### src/rtl/xbus_pkg.sv
`timescale 1ns/1ps
package xbus_pkg;
    typedef enum logic [1:0] {
        ST_IDLE  = 2'd0,
        ST_START = 2'd1,
        ST_WAIT  = 2'd2,
        ST_END   = 2'd3
    } cyc_state_e;

    typedef enum logic [1:0] {
        KIND_NORMAL   = 2'd0,
        KIND_DMA16_WR = 2'd1,
        KIND_DEV_XFER = 2'd2,
        KIND_CACHE_WB = 2'd3
    } acc_kind_e;
endpackage

### src/rtl/xbus_wait_sample.sv
`timescale 1ns/1ps
module xbus_wait_sample (
    input  logic clk,
    input  logic rst_n,
    input  logic wait_n_in,
    output logic wait_smp
);
    // Falling-edge capture; the rising-edge logic reads the held value.
    logic smp_d;
    logic smp_q;

    always_comb begin
        smp_d = ~wait_n_in;
    end

    always_ff @(negedge clk or negedge rst_n) begin
        if (!rst_n) begin
            smp_q <= 1'b0;
        end else begin
            smp_q <= smp_d;
        end
    end

    assign wait_smp = smp_q;
endmodule

### src/rtl/xbus_wait_gate.sv
`timescale 1ns/1ps
module xbus_wait_gate
    import xbus_pkg::*;
#(
    parameter int CNT_W = 3
) (
    input  logic             wait_en,
    input  acc_kind_e        kind,
    input  logic [CNT_W-1:0] base_cnt,
    output logic             honour
);
    localparam logic [CNT_W-1:0] MIN_STRETCH = CNT_W'(2);

    logic kind_ok;
    logic cnt_ok;

    always_comb begin
        kind_ok = (kind == KIND_NORMAL);
        cnt_ok  = (base_cnt >= MIN_STRETCH);
        honour  = wait_en && kind_ok && cnt_ok;
    end
endmodule

### src/rtl/xbus_cycle_fsm.sv
`timescale 1ns/1ps
module xbus_cycle_fsm
    import xbus_pkg::*;
#(
    parameter int AW    = 26,
    parameter int DW    = 32,
    parameter int CNT_W = 3
) (
    input  logic             clk,
    input  logic             rst_n,
    input  logic [CNT_W-1:0] cfg_tw_cnt,
    input  logic             req_valid,
    input  logic             req_write,
    input  acc_kind_e        req_kind,
    input  logic [AW-1:0]    req_addr,
    input  logic [DW-1:0]    req_wdata,
    input  logic [DW-1:0]    bus_din,
    input  logic             stretch,
    output cyc_state_e       state,
    output logic             last_tw,
    output acc_kind_e        kind,
    output logic [CNT_W-1:0] base_cnt,
    output logic             is_write,
    output logic [AW-1:0]    addr,
    output logic [DW-1:0]    wdata,
    output logic [DW-1:0]    rdata,
    output logic             ack
);
    localparam logic [CNT_W-1:0] ONE = CNT_W'(1);

    typedef struct packed {
        cyc_state_e       st;
        logic [CNT_W-1:0] cnt;
        logic [CNT_W-1:0] base;
        acc_kind_e        kind;
        logic             wr;
        logic [AW-1:0]    addr;
        logic [DW-1:0]    wdata;
        logic [DW-1:0]    rdata;
        logic             ack;
    } fsm_regs_t;

    fsm_regs_t r_d;
    fsm_regs_t r_q;
    logic      at_last;

    always_comb begin
        at_last = (r_q.st == ST_WAIT) && (r_q.cnt >= r_q.base);
        r_d     = r_q;
        r_d.ack = 1'b0;
        unique case (r_q.st)
            ST_IDLE: begin
                if (req_valid) begin
                    r_d.st    = ST_START;
                    r_d.base  = (cfg_tw_cnt == '0) ? ONE : cfg_tw_cnt;
                    r_d.kind  = req_kind;
                    r_d.wr    = req_write;
                    r_d.addr  = req_addr;
                    r_d.wdata = req_wdata;
                    r_d.cnt   = '0;
                end
            end
            ST_START: begin
                r_d.st  = ST_WAIT;
                r_d.cnt = ONE;
            end
            ST_WAIT: begin
                if (!at_last) begin
                    r_d.cnt = r_q.cnt + ONE;
                end else if (!stretch) begin
                    r_d.st = ST_END;
                end
            end
            ST_END: begin
                r_d.st  = ST_IDLE;
                r_d.ack = 1'b1;
                if (!r_q.wr) begin
                    r_d.rdata = bus_din;
                end
            end
            default: r_d.st = ST_IDLE;
        endcase
    end

    always_ff @(posedge clk or negedge rst_n) begin
        if (!rst_n) begin
            r_q <= '{st: ST_IDLE, cnt: '0, base: ONE, kind: KIND_NORMAL,
                     wr: 1'b0, addr: '0, wdata: '0, rdata: '0, ack: 1'b0};
        end else begin
            r_q <= r_d;
        end
    end

    assign state    = r_q.st;
    assign last_tw  = at_last;
    assign kind     = r_q.kind;
    assign base_cnt = r_q.base;
    assign is_write = r_q.wr;
    assign addr     = r_q.addr;
    assign wdata    = r_q.wdata;
    assign rdata    = r_q.rdata;
    assign ack      = r_q.ack;
endmodule

### src/rtl/xbus_wait_ctrl.sv
`timescale 1ns/1ps
module xbus_wait_ctrl
    import xbus_pkg::*;
#(
    parameter int AW    = 26,
    parameter int DW    = 32,
    parameter int CNT_W = 3
) (
    input  logic             clk,
    input  logic             rst_n,
    input  logic [CNT_W-1:0] cfg_tw_cnt,
    input  logic             cfg_wait_en,
    input  logic             req_valid,
    input  logic             req_write,
    input  logic [1:0]       req_kind,
    input  logic [AW-1:0]    req_addr,
    input  logic [DW-1:0]    req_wdata,
    output logic             ack,
    output logic [DW-1:0]    rdata,
    output logic [AW-1:0]    bus_addr,
    output logic             bus_cs_n,
    output logic             bus_bs_n,
    output logic             bus_rd_n,
    output logic             bus_we_n,
    output logic [DW-1:0]    bus_dout,
    output logic             bus_doe,
    input  logic [DW-1:0]    bus_din,
    input  logic             bus_wait_n
);
    cyc_state_e       cyc_state;
    acc_kind_e        acc_kind;
    logic             last_tw;
    logic [CNT_W-1:0] acc_base;
    logic             acc_wr;
    logic [DW-1:0]    acc_wdata;
    logic             wait_smp;
    logic             honour;
    logic             stretch;

    xbus_wait_sample u_sample (
        .clk       (clk),
        .rst_n     (rst_n),
        .wait_n_in (bus_wait_n),
        .wait_smp  (wait_smp)
    );

    xbus_wait_gate #(.CNT_W(CNT_W)) u_gate (
        .wait_en  (cfg_wait_en),
        .kind     (acc_kind),
        .base_cnt (acc_base),
        .honour   (honour)
    );

    assign stretch = honour && wait_smp;

    xbus_cycle_fsm #(.AW(AW), .DW(DW), .CNT_W(CNT_W)) u_fsm (
        .clk        (clk),
        .rst_n      (rst_n),
        .cfg_tw_cnt (cfg_tw_cnt),
        .req_valid  (req_valid),
        .req_write  (req_write),
        .req_kind   (acc_kind_e'(req_kind)),
        .req_addr   (req_addr),
        .req_wdata  (req_wdata),
        .bus_din    (bus_din),
        .stretch    (stretch),
        .state      (cyc_state),
        .last_tw    (last_tw),
        .kind       (acc_kind),
        .base_cnt   (acc_base),
        .is_write   (acc_wr),
        .addr       (bus_addr),
        .wdata      (acc_wdata),
        .rdata      (rdata),
        .ack        (ack)
    );

    logic active;
    always_comb begin
        active   = (cyc_state != ST_IDLE);
        bus_cs_n = !active;
        bus_bs_n = !(cyc_state == ST_START);
        bus_rd_n = !(!acc_wr && (cyc_state == ST_WAIT || cyc_state == ST_END));
        bus_we_n = !(acc_wr && cyc_state == ST_WAIT);
        bus_doe  = acc_wr && active;
        bus_dout = acc_wdata;
    end
endmodule

### config.mk
export PLATFORM = sky130hd
export DESIGN_NAME = xbus_wait_ctrl
export DESIGN_NICKNAME = d
export VERILOG_FILES = /design/src/rtl/xbus_pkg.sv /design/src/rtl/xbus_wait_sample.sv /design/src/rtl/xbus_wait_gate.sv /design/src/rtl/xbus_cycle_fsm.sv /design/src/rtl/xbus_wait_ctrl.sv
export SDC_FILE = /design/constraint.sdc
export NUM_CORES = 1
export LEC_CHECK = 0
export BUFFER_PORTS_ARGS = -buffer_cell sky130_fd_sc_hd__buf_2
export CAP_MARGIN = 5
export CORE_UTILIZATION = 40
export CTS_CLUSTER_DIAMETER = 200
export DETAILED_ROUTE_END_ITERATION = 8
export PLACE_DENSITY = 0.73
export RECOVER_POWER = 50
export SYNTH_ARGS = -nofsm -noshare
export SYNTH_HDL_FRONTEND = slang
export SYNTH_SLANG_ARGS = --single-unit
export TNS_END_PERCENT = 20
### constraint.sdc
create_clock -name clk -period 5.2 [get_ports clk]
set_clock_uncertainty 0.2 [all_clocks]
set_input_delay 0.26 -clock clk [delete_from_list [all_inputs] [get_ports clk]]
set_output_delay 0.26 -clock clk [all_outputs]
set_load 0.02 [all_outputs]
Word level (Yosys, flattened, before mapping)
Index checks and enable logic that the tools add are counted.
{"block": "op_classes", "reduce_logical": 22, "muxes": 8, "add_sub_neg": 1, "n_shift": 0, "order_cmp": 2, "eq_ne": 7, "n_div": 0, "n_bitwise": 2, "n_mul": 0}
{"operator": "69-bit two-way mux", "count": 1}
{"operator": "3-bit case mux with 3 select lines", "count": 1}
{"operator": "2-bit inequality test, second input constant", "count": 4}
{"operator": "2-bit case mux with 4 select lines", "count": 1}
{"operator": "1-bit logical AND", "count": 7}
{"operator": "3-bit two-way mux", "count": 2}
{"operator": "3-bit AND reduction", "count": 2}
{"operator": "1-bit logical NOT", "count": 5}
{"operator": "2-bit == test, second input constant", "count": 2}
{"operator": "2-bit logical NOT", "count": 2}
{"operator": "2-bit two-way mux", "count": 2}
{"operator": "2-bit AND reduction", "count": 2}
{"operator": "3-bit by 1-bit adder with 3-bit output, second input constant", "count": 1}
{"operator": "3-bit by 2-bit >= comparator with 1-bit output, second input constant", "count": 1}
{"operator": "3-bit >= comparator", "count": 1}
{"operator": "3-bit logical NOT", "count": 1}
{"operator": "3-bit nonzero test", "count": 1}
{"operator": "2-bit by 1-bit == test with 1-bit output, second input constant", "count": 1}
{"operator": "1-bit NOT", "count": 2}
{"operator": "2-bit nonzero test", "count": 1}
{"operator": "1-bit logical OR", "count": 1}
{"operator": "1-bit two-way mux", "count": 1}
{"block": "word_totals", "memories": 0, "romBits": 0, "wordCells": 52, "latchBits": 0, "ff_bits": 103, "mem_bits_rw": 0}

Logic depth before layout (Yosys ltp)
Gate-level depths: netlist (run 1).
{"block": "depth", "depth_word": 7, "ltp_mapped": 7, "mapped_depth_nobuf": 6}

Cells and area by module
A second synthesis (run 1) with hierarchy kept.
{"block": "hier_totals", "cells_unflattened": 374, "hier_area_um2": 4893.4}
{"module": "xbus_cycle_fsm", "instances": 1, "cells_each": 364, "area_per_inst_um2": 4808.4, "seq_area_each_um2": 2553.7}
{"module": "xbus_wait_ctrl", "instances": 1, "cells_each": 6, "area_per_inst_um2": 37.5, "seq_area_each_um2": 0.0}
{"module": "xbus_wait_sample", "instances": 1, "cells_each": 2, "area_per_inst_um2": 28.8, "seq_area_each_um2": 25.0}
{"module": "xbus_wait_gate", "instances": 1, "cells_each": 2, "area_per_inst_um2": 18.8, "seq_area_each_um2": 0.0}

==> results of run 1 <==
==> Yosys cell counts (all sizes together), types with 2 or more instances <==
library cell,count
buf,100
clkbuf,2
dfrtp,101
ha,8
inv,9
mux2,97
nand2,8
nand3,4
nor2,3
nor2b,3
o211ai,2
o21ai,3
==> critical path, stage by stage (launching register included) <==
cell and delay, ns:
dfrtn_1 0.38, o2111ai_1 0.11, o221ai_1 0.13, mux2_2 0.37
==> how the worst min path moves through the flow <==
stage | end | slack (ns) | depth (start not counted)
finish | u_fsm.state[0] | 0.23 | 3
detailed placement | u_fsm.wdata[10] | 0.12 | 1
global route | u_fsm.state[0] | 0.24 | 3
global placement | u_fsm.ack | 0.12 | 1
CTS | u_fsm.state[0] | 0.22 | 3
floorplan | u_fsm.ack | -0.24 | 0
==> cell type report <==
type / instances / share of cell area
sequential: 103 / 0.405
clock inverter: 3 / 0.00668
inverter: 9 / 0.00531
timing repair buffer: 296 / 0.292
tap: 143 / 0.0281
clock buffer: 12 / 0.0403
multi-input combinational: 140 / 0.223
==> flip-flops by register name (all words and copies together) (netlist names) <==
| signal | cells |
|---|---|
| u_fsm.ack | 1 |
| u_fsm.addr | 26 |
| u_fsm.base_cnt | 3 |
| u_fsm.is_write | 1 |
| u_fsm.kind | 2 |
| u_fsm.r_q | 3 |
| u_fsm.rdata | 32 |
| u_fsm.state | 2 |
| u_fsm.wdata | 32 |
| u_sample.wait_smp | 1 |
==> layer usage <==
metal  vias up  track usage  routed length, um
li1       1508            -                  -
met1      1516        0.194               4160
met2       147        0.283               4700
met3        23       0.0476                825
met4         0       0.0793                231
met5         -            0                  0
==> cells by family (layout without fill, tap and decap cells) <==
group                    Yosys count  count (layout)  share of synthesized area
AO/OA/AOI/OAI                     10              10                     0.0160
adder cells (fa/ha/maj)            8               8                     0.0210
buffers and inverters            111             320                      0.161
flip-flops                       103             103                      0.542
multiplexers                      98              98                      0.232
AND/OR/NAND/NOR                   24              24                     0.0286
==> metrics by stage <==
stage | cell area, um2 | cells | power, W | util
2_1_floorplan | 4760 | 354 | 0.00309 | -
3_3_place_gp | 5220 | 594 | 0.00310 | 0.453
3_5_place_dp | 5220 | 594 | 0.00316 | 0.453
4_1_cts | 6490 | 706 | 0.00391 | 0.563
5_1_grt | 6360 | 706 | 0.00402 | 0.553
6_report | 6360 | 706 | 0.00378 | 0.553
==> cell usage in the layout, fill, tap and decap left out, drive strengths merged, types with 2 or more instances in the layout <==
master	count
clkbuf	106
buf	105
dfrtp	101
dlygate4sd3	97
mux2	97
inv	9
nand2	8
ha	8
nand3	4
nor2	3
o21ai	3
nor2b	3
o211ai	2
==> power breakdown <==
part           internal [W]  switching [W]
logic              0.000702       0.000989
registers           0.00121       0.000214
clock network      0.000396       0.000273
total               0.00231        0.00148
==> results by group, run 1 <==
Critical path
  – Reg2reg start: u_sample.wait_smp
  – Critical Path Start Type: register
  – Worst EP required: around 5.2 ns
  – CP Max Fanout: 2
  – Worst R2R End: u_fsm.state[1]
  – Worst R2R Setup Slack: 1.29 ns
  – Reg2reg path depth: 3
  – WS Path Type: register to register
  – Critical path arrival: 3.93 ns
  – CP Capture Type: register
  – CP Launch Point: u_sample.wait_smp
  – Critical Path Sink: u_fsm.state[1]

Pwr
  – Pwr dens: about 590 nW/um2
  – LEAKAGE: ~2.9 nW
  – Worst vdd ir: roughly 0.00032 V

Synthesis
  – Mapped Cells: ~350
  – Mean Syn Cell Area: ~13 um2
  – Area contributors post-synth: dfrtp_1, mux2_2, buf_4, ha_1, buf_2
  – Yosys cell types: 31
  – Register area share after synthesis: 0.542
  – Post-synth ARST share: 1.00
  – Yosys warning count: 0
  – Register bit total from synthesis: 103
  – Ys flop type: dfrtp_1
  – Post-synth top area share: 0.531
  – Post-synth EDFFs: 0
  – Syn nets: between 400 and 500
  – Cell taking the most area after synthesis: dfrtp_1
  – Synth Cell Area: 4760 um2

Routing
  – Post-route DRC: 32
  – Post-DR wirelength/cell: about 14 um
  – Post-route ant nets: 0
  – Vias per cell: 4.52
  – Iter 0 DRT Violations: roughly 150
  – Via count: about 3,200
  – DRT Wirelength: 9920 um
  – DR pass1 iterations: 6

STA
  – PnR worst setup slack: 1.29 ns
  – Worst hold margin: roughly 0.23 ns
  – RSZ-0062 raised after global routing: no
  – Fin Setup TNS: 0 ns
  – Max-slew headroom: -0.142
  – Final hold viol count: 0
  – Worst slew pin tran: ~1.7 ns
  – Max Slew Vio Count: 33
  – Setup Viol. Count Final: 0

Clock tree
  – Max Buffers Root-to-Sink: 2
  – Number of H-tree levels: 3
  – TritonCTS Sinks: roughly 100
  – CTS resizes: 0
  – TritonCTS clock tree: yes
  – Num CTS Buffers: 9
  – Cts hold-fix bufs: between 90 and 100
  – CTS root buf: clkbuf_16
  – Latest clock arrival within the worst-skew pair: 0.34 ns
  – Post-CTS Setup Inserts: 0
  – Clock-pin slew on the worst setup and hold paths: ~0.060 ns

Global route
  – Total Routing Usage GR: 0.167
  – Initial antenna violation count: 0
  – Largest net degree at the start of global routing: between 50 and 60
  – Overflow after GRT: 0
  – First-pass GRT wire length: approximately 16,000 um
  – Number of global-route vias before repair: 3,284

Floorplanning
  – Site row count: 39
  – I/O pin total: roughly 200
  – Core ar.: ~12,000 um2
  – Initial core utilization: 0.413
  – Die Area: 12,300 um2
  – Die X-Extent: 111 um
  – Die H: 111 um

Layout
  – Filler instances: 973
  – Register Area: ~2600 um2
  – Share of cells above drive strength 1: 0.396
  – Multi-input logic area: 1420 um2
  – Final net count: between 600 and 700
  – Synth-to-layout area growth: 33.7%
  – Ant. Diodes: 0

Run status
  – Outcome: finished, violations left
  – Failing checks: design-rule violations, max-capacitance violations, max-slew violations

Worst hold path
  – Hold WC Path Type: input port to register
  – Min-delay src: req_valid

Flow run
  – Max cap viols: 1

Placed design
  – I/O Buffers: about 200
  – Routability congestion estimate: between 0.7 and 0.8
  – Post-DP HPWL: just over 6000 um
  – Worst slack, placed: 1.31 ns
No activity file was read; power rests on OpenSTA's default activity.
==> run 2: changes to the inputs <==
Clock period 5.2 ns to 3.85 ns, I/O delays scaled along.
==> run 2 against run 1 <==
  * Global-route usage increased by 0.27 points
  * The run still ends with design-rule violations, max-capacitance violations, max-slew violations left
  * Sequential share of layout area decreased by 0.12 points
  * Critical path type unchanged
  * Core utilization increased by 0.16 points
  * Clock power increased by 37%
  * Clock-buffer cell count decreased by 2
==> results by group, run 2 (synthesis results as in run 1) <==
Routing
  – DR pass1 iterations: 6
  – Vias per cell: roughly 4.5
  – DRT Wirelength: 9940 um
  – Post-route ant nets: 0
  – Via count: 3,159
  – Post-DR wirelength/cell: about 14 um
  – Post-route DRC: 32
  – Iter 0 DRT Violations: between 100 and 150

STA
  – Worst hold margin: 0.158 ns
  – Worst slew pin tran: ~1.7 ns
  – Fin Setup TNS: 0 ns
  – Max-slew headroom: -0.130
  – Final hold viol count: 0
  – Setup Viol. Count Final: 0
  – Max Slew Vio Count: 33
  – RSZ-0062 raised after global routing: no

Floorplanning
  – Site row count: 39
  – Initial core utilization: 0.413
  – Die Area: ~12,000 um2
  – Die X-Extent: 111 um
  – Die H: roughly 110 um
  – Core ar.: ~12,000 um2
  – I/O pin total: 197

Critical path
  – Critical path arrival: approximately 3.3 ns
  – Worst EP required: between 3 and 4 ns
  – CP Max Fanout: 2
  – CP max stage cell: dfrtn_1
  – Critical Path Start Type: register
  – Slowest stage delay, CP: about 0.38 ns
  – WS Path Type: register to register
  – CP Cell Sequence: o2111ai_1, o221ai_1, mux2_2
  – CP Capture Type: register

Clock tree
  – Clock-pin slew on the worst setup and hold paths: ~0.07 ns
  – TritonCTS Sinks: 103
  – Number of H-tree levels: 3
  – Max Buffers Root-to-Sink: 2
  – Latest clock arrival within the worst-skew pair: roughly 0.34 ns
  – CTS root buf: clkbuf_16
  – Num CTS Buffers: 9
  – TritonCTS clock tree: yes
  – CTS resizes: 0
  – Post-CTS Setup Inserts: 0

Placed design
  – I/O Buffers: 196
  – Routability congestion estimate: roughly 0.76
  – Post-DP HPWL: roughly 6000 um

Pwr
  – LEAKAGE: about 2.9 nW
  – Pwr dens: around 800 nW/um2
  – Tot Pwr: 0.00512 W
  – Worst vdd ir: ~0.00044 V

Global route
  – Overflow after GRT: 0
  – Largest net degree at the start of global routing: between 60 and 70
  – Total Routing Usage GR: 0.169
  – Initial antenna violation count: 0
  – Number of global-route vias before repair: 3,372
  – First-pass GRT wire length: 16,300 um

Layout
  – Final net count: 670
  – Share of cells above drive strength 1: 0.394
  – Commonest non-fill, non-tap cell in the layout: dfrtp_1
  – Filler instances: between 900 and 1,000
  – Synth-to-layout area growth: 34.1%
  – Most frequent cells in the layout: dfrtp_1, buf_2, dlygate4sd3_1, clkbuf_1, mux2_2
  – Ant. Diodes: 0

Run status
  – Outcome: finished, violations left
  – Failing checks: design-rule violations, max-capacitance violations, max-slew violations

Flow run
  – Max cap viols: 1

Worst hold path
  – Hold WC Path Type: input port to register
[run 2: repair_timing]
item	4_1_cts	5_1_grt
setup endpoints to repair	0	0
hold buffers	98	0
endpoints found under the hold margin	145	0
[run 2: metal layers]
metal | vias to the layer above | global-route usage | wire, um
li1 | 1517 | - | -
met1 | 1492 | 0.198 | 4190
met5 | - | 0 | 0
met2 | 136 | 0.293 | 4820
met3 | 14 | 0.0443 | 752
met4 | 0 | 0.0721 | 180
[run 2: final cells by class]
type                    instances  area [um2]  area share
flip-flops and latches        103        2580       0.404
repair buffers                298        1860       0.292
multi-input cells             140        1420       0.222
clock buffers                  10         239      0.0374
well taps                     143         179      0.0280
clock inverters                 6        68.8      0.0108
inverters                       9        33.8     0.00529
[run 2: power breakdown]
| part | switching [W] | total, W | internal, W |
|---|---|---|---|
| registers | 0.000293 | 0.00193 | 0.00163 |
| clock network | 0.000391 | 0.000916 | 0.000525 |
| logic | 0.00134 | 0.00228 | 0.000946 |
[run 2: critical path: cells and delay by family (launching register included)]
family / cells / cell delay (ns)
AOI/OAI and AO/OA: 2 / 0.23
muxes: 1 / 0.36
DFF: 1 / 0.38
[run 2: final timing paths]
path	from	end	slack, ns	cells past startpoint
min	req_valid	u_fsm.state[0]	0.16	3
min reg2reg	u_fsm.base_cnt[0]	u_fsm.base_cnt[0]	0.28	2
max reg2reg	u_sample.wait_smp	u_fsm.state[1]	0.63	3
min in group asynchronous	rst_n	u_fsm.r_q[97]	0.71	3
max	u_sample.wait_smp	u_fsm.state[1]	0.63	3
max in group asynchronous	rst_n	u_sample.wait_smp	1.42	2
[run 2: metrics by stage]
step | utilization | area [um2] | instances | worst slack (ns)
after floorplan | - | 4760 | 354 | 0.678
after global placement | 0.454 | 5230 | 595 | 0.640
after detailed placement | 0.454 | 5230 | 595 | 0.648
after CTS | 0.566 | 6510 | 709 | 0.641
after global routing | 0.554 | 6380 | 709 | 0.547
final | 0.554 | 6380 | 709 | 0.629
